### config.mk
export PLATFORM = sky130hd
export DESIGN_NAME = pgbuf_merge
export DESIGN_NICKNAME = d
export VERILOG_FILES = /design/src/rtl/pgm_pkg.sv /design/src/rtl/pgm_ctrl.sv /design/src/rtl/pgm_datapath.sv /design/src/rtl/pgbuf_merge.sv
export SDC_FILE = /design/constraint.sdc
export NUM_CORES = 1
export LEC_CHECK = 0
export CAP_MARGIN = 20
export CORE_MARGIN = 5
export CORE_UTILIZATION = 50
export CTS_BUF_LIST = sky130_fd_sc_hd__clkbuf_2
export DETAILED_ROUTE_END_ITERATION = 8
export HOLD_SLACK_MARGIN = 0.1
export PLACE_DENSITY = 0.84
export SETUP_SLACK_MARGIN = 0.5
export SKIP_LAST_GASP = 1
export SLEW_MARGIN = 0
export SYNTH_ARGS = -nofsm -noshare
export SYNTH_HDL_FRONTEND = slang
export SYNTH_SLANG_ARGS = --single-unit
### constraint.sdc
create_clock -name clk -period 3.6 [get_ports clk]
set_clock_uncertainty 0.15 [all_clocks]
set_input_delay 0.9 -clock clk [delete_from_list [all_inputs] [get_ports clk]]
set_output_delay 0.9 -clock clk [all_outputs]
set_load 0.02 [all_outputs]
### src/rtl/pgm_pkg.sv
package pgm_pkg;

  typedef enum logic [1:0] {
    MODE_ADD_COL   = 2'd0,
    MODE_ADD_ZERO  = 2'd1,
    MODE_ADD_CTRL  = 2'd2,
    MODE_OVERWRITE = 2'd3
  } mode_e;

  // strobes from control to datapath
  typedef struct packed {
    logic  clear;
    logic  beat;
    logic  lastBeat;
    mode_e mode;
  } strobe_t;

endpackage

### src/rtl/pgm_ctrl.sv
module pgm_ctrl
  import pgm_pkg::*;
#(
  parameter int NUM_COLS  = 2112,
  parameter int DATA_COLS = 2048,
  parameter int COL_W     = 12
) (
  input  logic             clk,
  input  logic             rstN,
  input  logic             start,
  input  logic [1:0]       modeIn,
  input  logic [COL_W-1:0] startColIn,
  input  logic             inValid,
  output strobe_t          stb,
  output logic [COL_W-1:0] winStart
);
  localparam int CNT_W = $clog2(NUM_COLS + 1);
  localparam logic [CNT_W-1:0] CNT_END  = CNT_W'(NUM_COLS);
  localparam logic [CNT_W-1:0] CNT_LAST = CNT_W'(NUM_COLS - 1);
  localparam logic [CNT_W-1:0] CNT_ONE  = CNT_W'(1);
  localparam logic [COL_W-1:0] CTRL_START = COL_W'(DATA_COLS);

  mode_e            modeQ, effMode;
  logic [COL_W-1:0] startQ, effStart;
  logic [CNT_W-1:0] cnt, cntEff;

  always_comb begin
    effMode  = start ? mode_e'(modeIn) : modeQ;
    effStart = start ? startColIn : startQ;
    cntEff   = start ? '0 : cnt;
    case (effMode)
      MODE_ADD_ZERO: winStart = '0;
      MODE_ADD_CTRL: winStart = CTRL_START;
      default:       winStart = effStart;
    endcase
    stb.clear    = start;
    stb.beat     = inValid;
    stb.lastBeat = inValid && (cntEff == CNT_LAST);
    stb.mode     = effMode;
  end

  always_ff @(posedge clk or negedge rstN) begin
    if (!rstN) begin
      modeQ  <= MODE_ADD_COL;
      startQ <= '0;
      cnt    <= '0;
    end else begin
      if (start) begin
        modeQ  <= mode_e'(modeIn);
        startQ <= startColIn;
        cnt    <= inValid ? CNT_ONE : '0;
      end else if (inValid && cnt != CNT_END) begin
        cnt <= cnt + CNT_ONE;
      end
    end
  end

  AST_CNT_CLEARED: assert property (@(posedge clk) disable iff (!rstN)
    start |=> (cnt <= CNT_ONE));

  AST_LAST_ONCE: assert property (@(posedge clk) disable iff (!rstN)
    stb.lastBeat |=> !stb.lastBeat);

endmodule

### src/rtl/pgm_datapath.sv
module pgm_datapath
  import pgm_pkg::*;
#(
  parameter int NUM_COLS  = 2112,
  parameter int DATA_COLS = 2048,
  parameter int BYTE_W    = 8,
  parameter int COL_W     = 12
) (
  input  logic              clk,
  input  logic              rstN,
  input  strobe_t           stb,
  input  logic [COL_W-1:0]  winStart,
  input  logic [COL_W-1:0]  col,
  input  logic [BYTE_W-1:0] oldByte,
  input  logic [BYTE_W-1:0] newByte,
  input  logic              newValid,
  output logic [BYTE_W-1:0] mergedByte,
  output logic              mergedValid,
  output logic              doneOut,
  output logic              conflictOut
);
  localparam logic [BYTE_W-1:0] ERASED   = '1;
  localparam logic [COL_W-1:0]  LAST_COL = COL_W'(NUM_COLS - 1);
  localparam logic [COL_W-1:0]  CTRL_COL = COL_W'(DATA_COLS);

  logic              inWin, hit;
  logic [BYTE_W-1:0] nextByte;

  always_comb begin
    inWin    = newValid && (col >= winStart) && (col <= LAST_COL);
    nextByte = oldByte;
    hit      = 1'b0;
    if (inWin) begin
      if (stb.mode == MODE_OVERWRITE)  nextByte = newByte;
      else if (newByte == ERASED)      nextByte = oldByte;
      else if (oldByte == ERASED)      nextByte = newByte;
      else                             hit      = stb.beat;
    end
  end

  always_ff @(posedge clk or negedge rstN) begin
    if (!rstN) begin
      mergedByte  <= '0;
      mergedValid <= 1'b0;
      doneOut     <= 1'b0;
      conflictOut <= 1'b0;
    end else begin
      mergedValid <= stb.beat;
      doneOut     <= stb.lastBeat;
      conflictOut <= (stb.clear ? 1'b0 : conflictOut) | hit;
      if (stb.beat) mergedByte <= nextByte;
    end
  end

  AST_FF_KEEPS: assert property (@(posedge clk) disable iff (!rstN)
    (stb.beat && stb.mode != MODE_OVERWRITE && newByte == ERASED)
      |=> mergedByte == $past(oldByte));

  AST_OVR_TAKES: assert property (@(posedge clk) disable iff (!rstN)
    (stb.beat && stb.mode == MODE_OVERWRITE && newValid && col >= winStart)
      |=> (mergedByte == $past(newByte)) && ($past(stb.clear) || $stable(conflictOut)));

  AST_NO_DATA_KEEPS: assert property (@(posedge clk) disable iff (!rstN)
    (stb.beat && !newValid) |=> mergedByte == $past(oldByte));

  AST_CTRL_ONLY: assert property (@(posedge clk) disable iff (!rstN)
    (stb.beat && stb.mode == MODE_ADD_CTRL && col < CTRL_COL)
      |=> mergedByte == $past(oldByte));

  AST_STICKY: assert property (@(posedge clk) disable iff (!rstN)
    (conflictOut && !stb.clear) |=> conflictOut);

  AST_VALID_LAT: assert property (@(posedge clk) disable iff (!rstN)
    stb.beat |=> mergedValid);

  AST_NO_BEAT_IDLE: assert property (@(posedge clk) disable iff (!rstN)
    !stb.beat |=> !mergedValid);

  AST_DONE_VALID: assert property (@(posedge clk) disable iff (!rstN)
    doneOut |-> mergedValid);

endmodule

### src/rtl/pgbuf_merge.sv
module pgbuf_merge
  import pgm_pkg::*;
#(
  parameter int NUM_COLS  = 2112,
  parameter int DATA_COLS = 2048,
  parameter int BYTE_W    = 8,
  localparam int COL_W    = $clog2(NUM_COLS)
) (
  input  logic              clk,
  input  logic              rstN,
  input  logic              start,
  input  logic [1:0]        mode,
  input  logic [COL_W-1:0]  startCol,
  input  logic              inValid,
  input  logic [COL_W-1:0]  col,
  input  logic [BYTE_W-1:0] oldByte,
  input  logic [BYTE_W-1:0] newByte,
  input  logic              newValid,
  output logic [BYTE_W-1:0] mergedByte,
  output logic              mergedValid,
  output logic              done,
  output logic              conflict
);
  strobe_t          stb;
  logic [COL_W-1:0] winStart;

  pgm_ctrl #(
    .NUM_COLS(NUM_COLS), .DATA_COLS(DATA_COLS), .COL_W(COL_W)
  ) i_ctrl (
    .clk(clk), .rstN(rstN), .start(start), .modeIn(mode),
    .startColIn(startCol), .inValid(inValid), .stb(stb), .winStart(winStart)
  );

  pgm_datapath #(
    .NUM_COLS(NUM_COLS), .DATA_COLS(DATA_COLS), .BYTE_W(BYTE_W), .COL_W(COL_W)
  ) i_datapath (
    .clk(clk), .rstN(rstN), .stb(stb), .winStart(winStart), .col(col),
    .oldByte(oldByte), .newByte(newByte), .newValid(newValid),
    .mergedByte(mergedByte), .mergedValid(mergedValid),
    .doneOut(done), .conflictOut(conflict)
  );

endmodule

==> impl_metrics.py, run 1 <==
metrics = {
    "sta": {
        "fmax_mhz": 323,
        "hold_viol_final": 0,
        "rsz0062_at_grt": "yes",
        "setup_viol": 0,
        "fin_crit_sh_pct": 85.9,
        "worstMarginPinSlew_ns": 0.821,
        "whs_ns": 0.367,
        "maxSlewViolCount": 0,
        "tns_ns": 0,
        "period_minus_slack_ns": 3.09,
        "finalWorstSetupSlack_ns": 0.508,
        "maxSlewHeadroom_pct": 45.3,
    },
    "synthesis": {
        "ys_seq_area_share_pct": 43.8,
        "synthXorXnorAreaFrac_pct": 3.73,
        "synth-compound-area-share_pct": 14.1,
        "post-synth-top-count-cell": "dfrtp_1",
        "synth_area_leader_cell": "dfrtp_1",
        "yosysUniqueCellTypes": 36,
        "synth.top_cells.by_area": "dfrtp_1, ha_1, mux2_2, nor2_1, a21oi_1",
        "synthCells": 214,
        "synth-edff-count": 0,
        "synth_top_flop_cell": "dfrtp_1",
        "synth-warning-count": 0,
        "yosys.area_share.adder_pct": 9.48,
        "synthSimpleGateAreaFrac_pct": 16.0,
        "syn_area_per_cell_um2": 9.87,
        "synth_commonest_cells": "dfrtp_1, nor2_1, nand2_1, a21oi_1, ha_1",
        "synth_fp_nets": 277,
        "synth_area_um2": 2110,
        "synth_top_family_by_area": "simple AND/OR/NAND/NOR gates",
        "synthMuxAreaShare_pct": 8.35,
        "ys_seq_elements": 37,
        "synth_top_area_share_pct": 43.8,
        "synthArstFlopShare_pct": 100,
    },
    "layout": {
        "stdcell_count": 333,
        "synthToLayoutAreaGrowth_pct": 45.3,
        "layout-drive-gt1-share_pct": 24.0,
        "num_antenna_cells": 0,
        "final_nets": 345,
    },
    "clock_network": {
        "clk_latency_ns": 0.37,
        "cts_buffers": 5,
        "cts_buffer_depth": 2,
        "cts_tree": "built",
        "clock_sinks": 37,
        "cts_max_level": 2,
        "clk_pin_slew_worst_paths_ns": 0.14,
        "root_buffer": "clkbuf_2",
    },
    "critical_path": {
        "crit_chain": "buf_8, mux2_4, ha_4, mux2i_1, ha_1, a21oi_1, o21ai_1, a211oi_4, buf_6, buf_16, o31a_1, a21oi_2",
        "crit_fanout": 8,
        "crit_path_max_incr_delay_ns": 0.31,
        "cp-end-kind": "flop",
        "slowest_stage": "mux2_4",
        "crit_buf_inv": 3,
        "startpoint_type": "primary input",
        "path_class": "primary input to flop",
        "arrival_ns": 3.19,
        "crit_family": "compound AO/OA/AOI/OAI gates",
        "cp_data_required_time_ns": 3.70,
    },
    "die": {
        "rows": 23,
        "die_x_um": 75.0,
        "dieArea_um2": 5620,
        "initial_utilization_pct": 52.1,
        "io_pins": 58,
        "die_y_um": 75.0,
        "core_um2": 4060,
    },
    "worst_hold_path": {
        "hold_class": "flop to flop",
    },
    "grt": {
        "grt_max_degree": 38,
        "grt_overflow_total": 0,
        "antenna_found_initial": 0,
        "track_usage_pct": 19.8,
        "grt_pass1_vias": 1935,
        "grt_pass1_wl_um": 8550,
    },
    "status": {
        "outcome": "complete, no violations",
    },
    "place": {
        "place_congestion": 0.810,
        "pre_cts_ws_ns": -0.289,
        "numPortBuffers": 57,
        "numPlacedInstances": 320,
        "hpwl_um": 3900,
    },
    "power_and_ir_drop": {
        "power_frac_clock_pct": 17.6,
        "ir_drop_mv": 0.215,
        "power_density_nw_per_um2": 340,
        "switching_share_pct": 30.7,
        "p_leak_nw": 1.31,
        "intPower_uw": 722,
        "pwr-share-comb_pct": 38.4,
        "pwr-share-seq_pct": 44.0,
        "total_power_mw": 1.04,
        "power.switching_uw": 320,
    },
    "route": {
        "ant_nets": 0,
        "vias": 1812,
        "drc_errors": 0,
        "dr.pass1.iters": 4,
        "wl_per_cell_um": 15.4,
        "routed_wl_um": 5120,
        "vias_per_cell": 5.44,
        "drtIter0Drc": 43,
    },
    "run": {
        "drv_cap": 0,
    },
}
-- flip-flops by register name, indices dropped and copies added, names as in the netlist --
signal	cells
i_ctrl.cnt	12
i_ctrl.startQ	12
i_datapath.mergedByte	8
i_ctrl.modeQ	2
i_datapath.conflictOut	1
i_datapath.doneOut	1
i_datapath.mergedValid	1
-- power by group through the flow --
stage	registers [mW]	logic, mW	clock network [mW]
2_1_floorplan	0.478	0.200	0
3_3_place_gp	0.465	0.337	0
3_5_place_dp	0.467	0.349	0
4_1_cts	0.459	0.384	0.189
5_1_grt	0.462	0.437	0.210
6_report	0.458	0.400	0.183
-- timing repair --
action / in CTS / in global routing
pin swaps: 12 / 10
resized for setup: 13 / 8
hold buffers: 0 / 0
endpoints found under the setup margin: 9 / 8
setup buffers: 2 / 2
cloned: 1 / 0
-- final cells by class --
| cell class | instances | area [um2] |
|---|---|---|
| inverter | 14 | 52.6 |
| fill | 283 | 990 |
| tap | 50 | 62.6 |
| multi-input combinational | 154 | 1280 |
| timing repair buffer | 70 | 711 |
| sequential | 37 | 926 |
| clock buffer | 8 | 40.0 |
-- per-layer routing --
metal  wire (um)  vias to the layer above  global-route usage [%]
met5           0                        -                       0
met1        2110                      856                    24.3
met2        2680                       56                    35.5
met3         250                        8                    4.14
li1            -                      892                       -
met4          75                        0                    4.94
-- layout by cell type (no fill, tap or decap), types with 8 or more instances in the layout --
| cell | instances |
|---|---|
| nor2_1 | 21 |
| dfrtp_1 | 37 |
| buf_4 | 9 |
| o31a_1 | 8 |
| inv_1 | 14 |
| mux2_2 | 12 |
| o21ai_0 | 9 |
| ha_1 | 9 |
| clkbuf_2 | 9 |
| a21oi_2 | 8 |
| clkdlybuf4s50_1 | 53 |
| nand2_1 | 16 |
-- worst reg2reg max path, delay by kind of cell (launching register included) --
kind	cells	cell delay (ns)
AO/OA/AOI/OAI	5	0.80
adder cells (fa/ha/maj)	2	0.59
buffers and inverters	2	0.27
flip-flops	1	0.40
multiplexers	2	0.51
-- worst paths after layout --
path,end,startpoint,slack [ns],cells after the start
min,i_ctrl.startQ[8],i_ctrl.startQ[8],0.37,1
max in group asynchronous,i_datapath.mergedByte[1],rstN,2.32,1
max reg2reg,i_datapath.mergedByte[0],i_ctrl.modeQ[1],0.77,11
max,i_datapath.mergedByte[0],start,0.51,12
min in group asynchronous,i_datapath.mergedValid,rstN,0.44,1
min reg2reg,i_ctrl.startQ[8],i_ctrl.startQ[8],0.37,1
-- through the flow --
stage          util, %  cell area [um2]
3_3_place_gp      72.1             2920
5_1_grt           75.6             3070
6_report          75.6             3070
4_1_cts           74.4             3020
2_1_floorplan        -             2330
3_5_place_dp      72.1             2920
-- logic make-up (layout without fill, tap and decap cells) --
| logic type | after synthesis | in the layout |
|---|---|---|
| multiplexers | 16 | 16 |
| buffers and inverters | 23 | 92 |
| AND/OR/NAND/NOR | 70 | 70 |
| flip-flops | 37 | 37 |
| adder cells (fa/ha/maj) | 16 | 16 |
| AO/OA/AOI/OAI | 43 | 43 |
| XOR/XNOR | 9 | 9 |
No activity file was read; power rests on OpenSTA's default activity.
==> run 2: changes to the inputs <==
--- a/config.mk
+++ b/config.mk
@@ -9,6 +9,7 @@
 export CORE_MARGIN = 5
 export CORE_UTILIZATION = 50
 export CTS_BUF_LIST = sky130_fd_sc_hd__clkbuf_2
+export CTS_CLUSTER_DIAMETER = 120
 export DETAILED_ROUTE_END_ITERATION = 8
 export HOLD_SLACK_MARGIN = 0.1
 export PLACE_DENSITY = 0.84
==> constraint.sdc (replaced) <==
create_clock -name clk -period 3.6 [get_ports clk]
set_clock_uncertainty 0.15 [all_clocks]
set_input_delay 0.9 -clock clk [delete_from_list [all_inputs] [get_ports clk]]
set_output_delay 0.9 -clock clk [all_outputs]
set_load 0.05 [all_outputs]
==> results of run 2 <==
Same layout as run 1 (identical final DEF). Status: complete, no violations.
Main changes from that run: total power 1.04 mW -> 1.07 mW; worst IR drop on VDD 0.215 mV -> 0.228 mV
==> run 3: changes to the inputs <==
--- a/config.mk
+++ b/config.mk
@@ -7,15 +7,16 @@
 export LEC_CHECK = 0
 export CAP_MARGIN = 20
 export CORE_MARGIN = 5
-export CORE_UTILIZATION = 50
-export CTS_BUF_LIST = sky130_fd_sc_hd__clkbuf_2
+export CORE_UTILIZATION = 49
+export CTS_BUF_LIST = sky130_fd_sc_hd__clkbuf_16
 export CTS_CLUSTER_DIAMETER = 120
 export DETAILED_ROUTE_END_ITERATION = 8
 export HOLD_SLACK_MARGIN = 0.1
-export PLACE_DENSITY = 0.84
+export PLACE_DENSITY = 0.81
 export SETUP_SLACK_MARGIN = 0.5
 export SKIP_LAST_GASP = 1
 export SLEW_MARGIN = 0
 export SYNTH_ARGS = -nofsm -noshare
 export SYNTH_HDL_FRONTEND = slang
+export SYNTH_HIERARCHICAL = 1
 export SYNTH_SLANG_ARGS = --single-unit
==> run 3 against run 2 <==
Net effect:
- wire length is 18% higher
- worst setup slack lost 0.19 ns
- clock power grew to 3.0 times the previous value
- critical path type unchanged
- largest cell class unchanged
==> impl_metrics.py, run 3 <==
metrics = {
    "status": {
        "outcome": "complete, no violations",
    },
    "power_and_ir_drop": {
        "intPower_mw": 1.06,
        "pwr-share-seq_pct": 31.1,
        "power_density_nw_per_um2": 437,
        "power_frac_clock_pct": 37.4,
        "power.switching_uw": 425,
        "p_leak_nw": 1.40,
        "switching_share_pct": 28.5,
        "ir_drop_mv": 0.282,
        "total_power_mw": 1.49,
        "pwr-share-comb_pct": 31.5,
    },
    "route": {
        "drtIter0Drc": 50,
        "ant_nets": 0,
        "vias_per_cell": 5.62,
        "routed_wl_um": 6060,
        "vias": 1978,
        "wl_per_cell_um": 17.2,
        "drc_errors": 0,
        "dr.pass1.iters": 4,
    },
    "clock_network": {
        "cts_tree": "built",
        "clk_pin_slew_worst_paths_ns": 0.06,
        "clk_latency_ns": 0.28,
        "cts_max_level": 2,
        "cts_buffers": 5,
        "cts_buffer_depth": 2,
        "clock_sinks": 37,
        "root_buffer": "clkbuf_16",
    },
    "layout": {
        "reg_top3": "i_ctrl/cnt: 12 flops, i_ctrl/startQ: 12 flops, i_datapath/mergedByte: 8 flops",
        "synthToLayoutAreaGrowth_pct": 48.1,
        "final_cell_area_um2": 3410,
        "final_cell_mix": "clkdlybuf4s50_1, dfrtp_1, inv_1",
        "num_antenna_cells": 0,
        "final_nets": 359,
        "stdcell_count": 352,
        "final_common_cell": "clkdlybuf4s50_1",
        "layout-drive-gt1-share_pct": 26.8,
    },
    "place": {
        "place_area_um2": 2950,
        "numPortBuffers": 57,
        "hpwl_um": 3710,
        "numPlacedInstances": 334,
        "place_congestion": 0.791,
    },
    "die": {
        "die_y_um": 78.5,
        "core_um2": 4630,
        "io_pins": 58,
        "die_x_um": 78.5,
        "dieArea_um2": 6170,
        "rows": 25,
        "initial_utilization_pct": 49.7,
    },
    "sta": {
        "hold_viol_final": 0,
        "rsz0062_at_grt": "yes",
        "maxSlewViolCount": 0,
        "fmax_mhz": 305,
        "whs_ns": 0.345,
        "period_minus_slack_ns": 3.28,
        "maxSlewHeadroom_pct": 46.3,
        "setup_viol": 0,
        "fin_crit_sh_pct": 91.2,
        "worstMarginPinSlew_ns": 0.805,
    },
    "synthesis": {
        "yosys.area_share.adder_pct": 8.16,
        "synthArstFlopShare_pct": 100,
        "synthXorXnorAreaFrac_pct": 3.43,
        "synth-edff-count": 0,
        "synthSimpleGateAreaFrac_pct": 18.1,
        "post-synth-top-count-cell": "dfrtp_1",
        "synth.top_cells.by_area": "dfrtp_1, ha_1, mux2_2, inv_1, a2111o_1",
        "synth_top_area_share_pct": 40.2,
        "synth-compound-area-share_pct": 15.9,
        "synth_top_flop_cell": "dfrtp_1",
        "synth-warning-count": 6,
        "ys_seq_area_share_pct": 40.2,
        "syn_area_per_cell_um2": 10.0,
        "synthMuxAreaShare_pct": 7.72,
        "synthCells": 229,
        "ys_seq_elements": 37,
        "synth_top_family_by_area": "simple AND/OR/NAND/NOR gates",
        "synth_commonest_cells": "dfrtp_1, inv_1, nand2_1, nor2_1, ha_1",
        "synth_fp_nets": 291,
        "synth_area_leader_cell": "dfrtp_1",
        "synth_area_um2": 2300,
        "yosysUniqueCellTypes": 41,
    },
    "critical_path": {
        "path_class": "primary input to flop",
        "crit_fanout": 6,
        "reg2reg_to": "i_datapath/mergedByte[6]",
        "reg2reg_depth": 12,
        "crit_path_max_incr_delay_ns": 0.34,
        "critPathMostFrequentCell": "buf_6",
        "startpoint_type": "primary input",
        "cp_data_required_time_ns": 3.64,
        "r2r_slack_ns": 0.70,
        "slowest_stage": "ha_1",
        "startpoint": "start",
        "cp-end-kind": "flop",
        "arrival_ns": 3.32,
        "crit_chain": "buf_8, mux2_4, ha_4, and2_1, inv_1, ha_1, a21oi_4, o21ai_4, buf_6, o211ai_4, buf_6, a2111o_1, o221ai_2",
        "timing.rr.start": "i_ctrl/modeQ[1]",
    },
    "run": {
        "drv_cap": 0,
    },
    "grt": {
        "grt_max_degree": 38,
        "grt_pass1_vias": 2050,
        "grt_overflow_total": 0,
        "grt_pass1_wl_um": 9610,
        "track_usage_pct": 20.1,
        "antenna_found_initial": 0,
    },
    "worst_hold_path": {
        "holdPathEnd": "i_ctrl/startQ[2]",
        "hold_class": "flop to flop",
        "hold_start": "i_ctrl/startQ[2]",
        "hold_depth": 1,
    },
}
run 3: critical path: cells and delay by family:
family / cells / cell delay, ns
adder cells (fa/ha/maj): 2 / 0.66
AO/OA/AOI/OAI: 5 / 0.84
AND/OR/NAND/NOR: 1 / 0.16
multiplexers: 1 / 0.31
buffers and inverters: 4 / 0.45
run 3: cell type report:
cell class                      count  area, um2
Sequential cell                    37        926
Tap cell                           54       67.6
Clock inverter                      3       65.1
Fill cell                         308       1220
Inverter                           26        101
Timing Repair inverter              1       7.51
Clock buffer                        5        125
Timing Repair Buffer               71        714
Multi-Input combinational cell    155       1400
run 3: cells by family after synthesis:
family,count (synthesis)
buffers and inverters,37
and+or+nand+nor,80
adders and majority gates,15
xor gates and xnor gates,9
muxes,16
DFF,37
AOI/OAI and AO/OA,35
run 3: power groups by stage:
stage	Sequential, mW	Combinational, mW	Clock, mW
after floorplan	0.507	0.184	0
after global placement	0.468	0.344	0
after detailed placement	0.469	0.350	0
after CTS	0.463	0.420	0.567
after global routing	0.466	0.501	0.595
final	0.463	0.468	0.557
run 3: layer usage:
| metal | GRT usage [%] | routed length, um | vias to the layer above |
|---|---|---|---|
| li1 | - | - | 948 |
| met2 | 35.3 | 3160 | 50 |
| met4 | 8.74 | 142 | 0 |
| met5 | 0 | 0 | - |
| met1 | 23.0 | 2510 | 967 |
| met3 | 4.82 | 244 | 13 |
run 3: stage by stage:
step | setup WS [ns] | TNS (ns) | util [%]
after floorplan | -0.0269 | -0.226 | -
after global placement | -0.347 | -3.05 | 63.7
after detailed placement | -0.458 | -3.93 | 63.7
after CTS | 0.460 | 0 | 72.3
after global routing | 0.240 | 0 | 73.6
final | 0.318 | 0 | 73.6
run 3: worst max-delay path by stage:
stage | end | slack, ns | cells past startpoint
floorplan | i_datapath/mergedByte[0] | -0.03 | 13
global placement | i_datapath/mergedByte[3] | -0.35 | 11
detailed placement | i_datapath/mergedByte[0] | -0.46 | 11
CTS | i_datapath/conflictOut | 0.46 | 13
global route | i_datapath/mergedByte[6] | 0.24 | 14
finish | i_datapath/mergedByte[6] | 0.32 | 13
run 3: repair_timing:
action / CTS / global route
cloned: 1 / 0
buffers inserted: 8 / 1
endpoints found under the setup margin: 9 / 9
hold buffers: 0 / 0
pin swaps: 15 / 6
resized for setup: 44 / 10
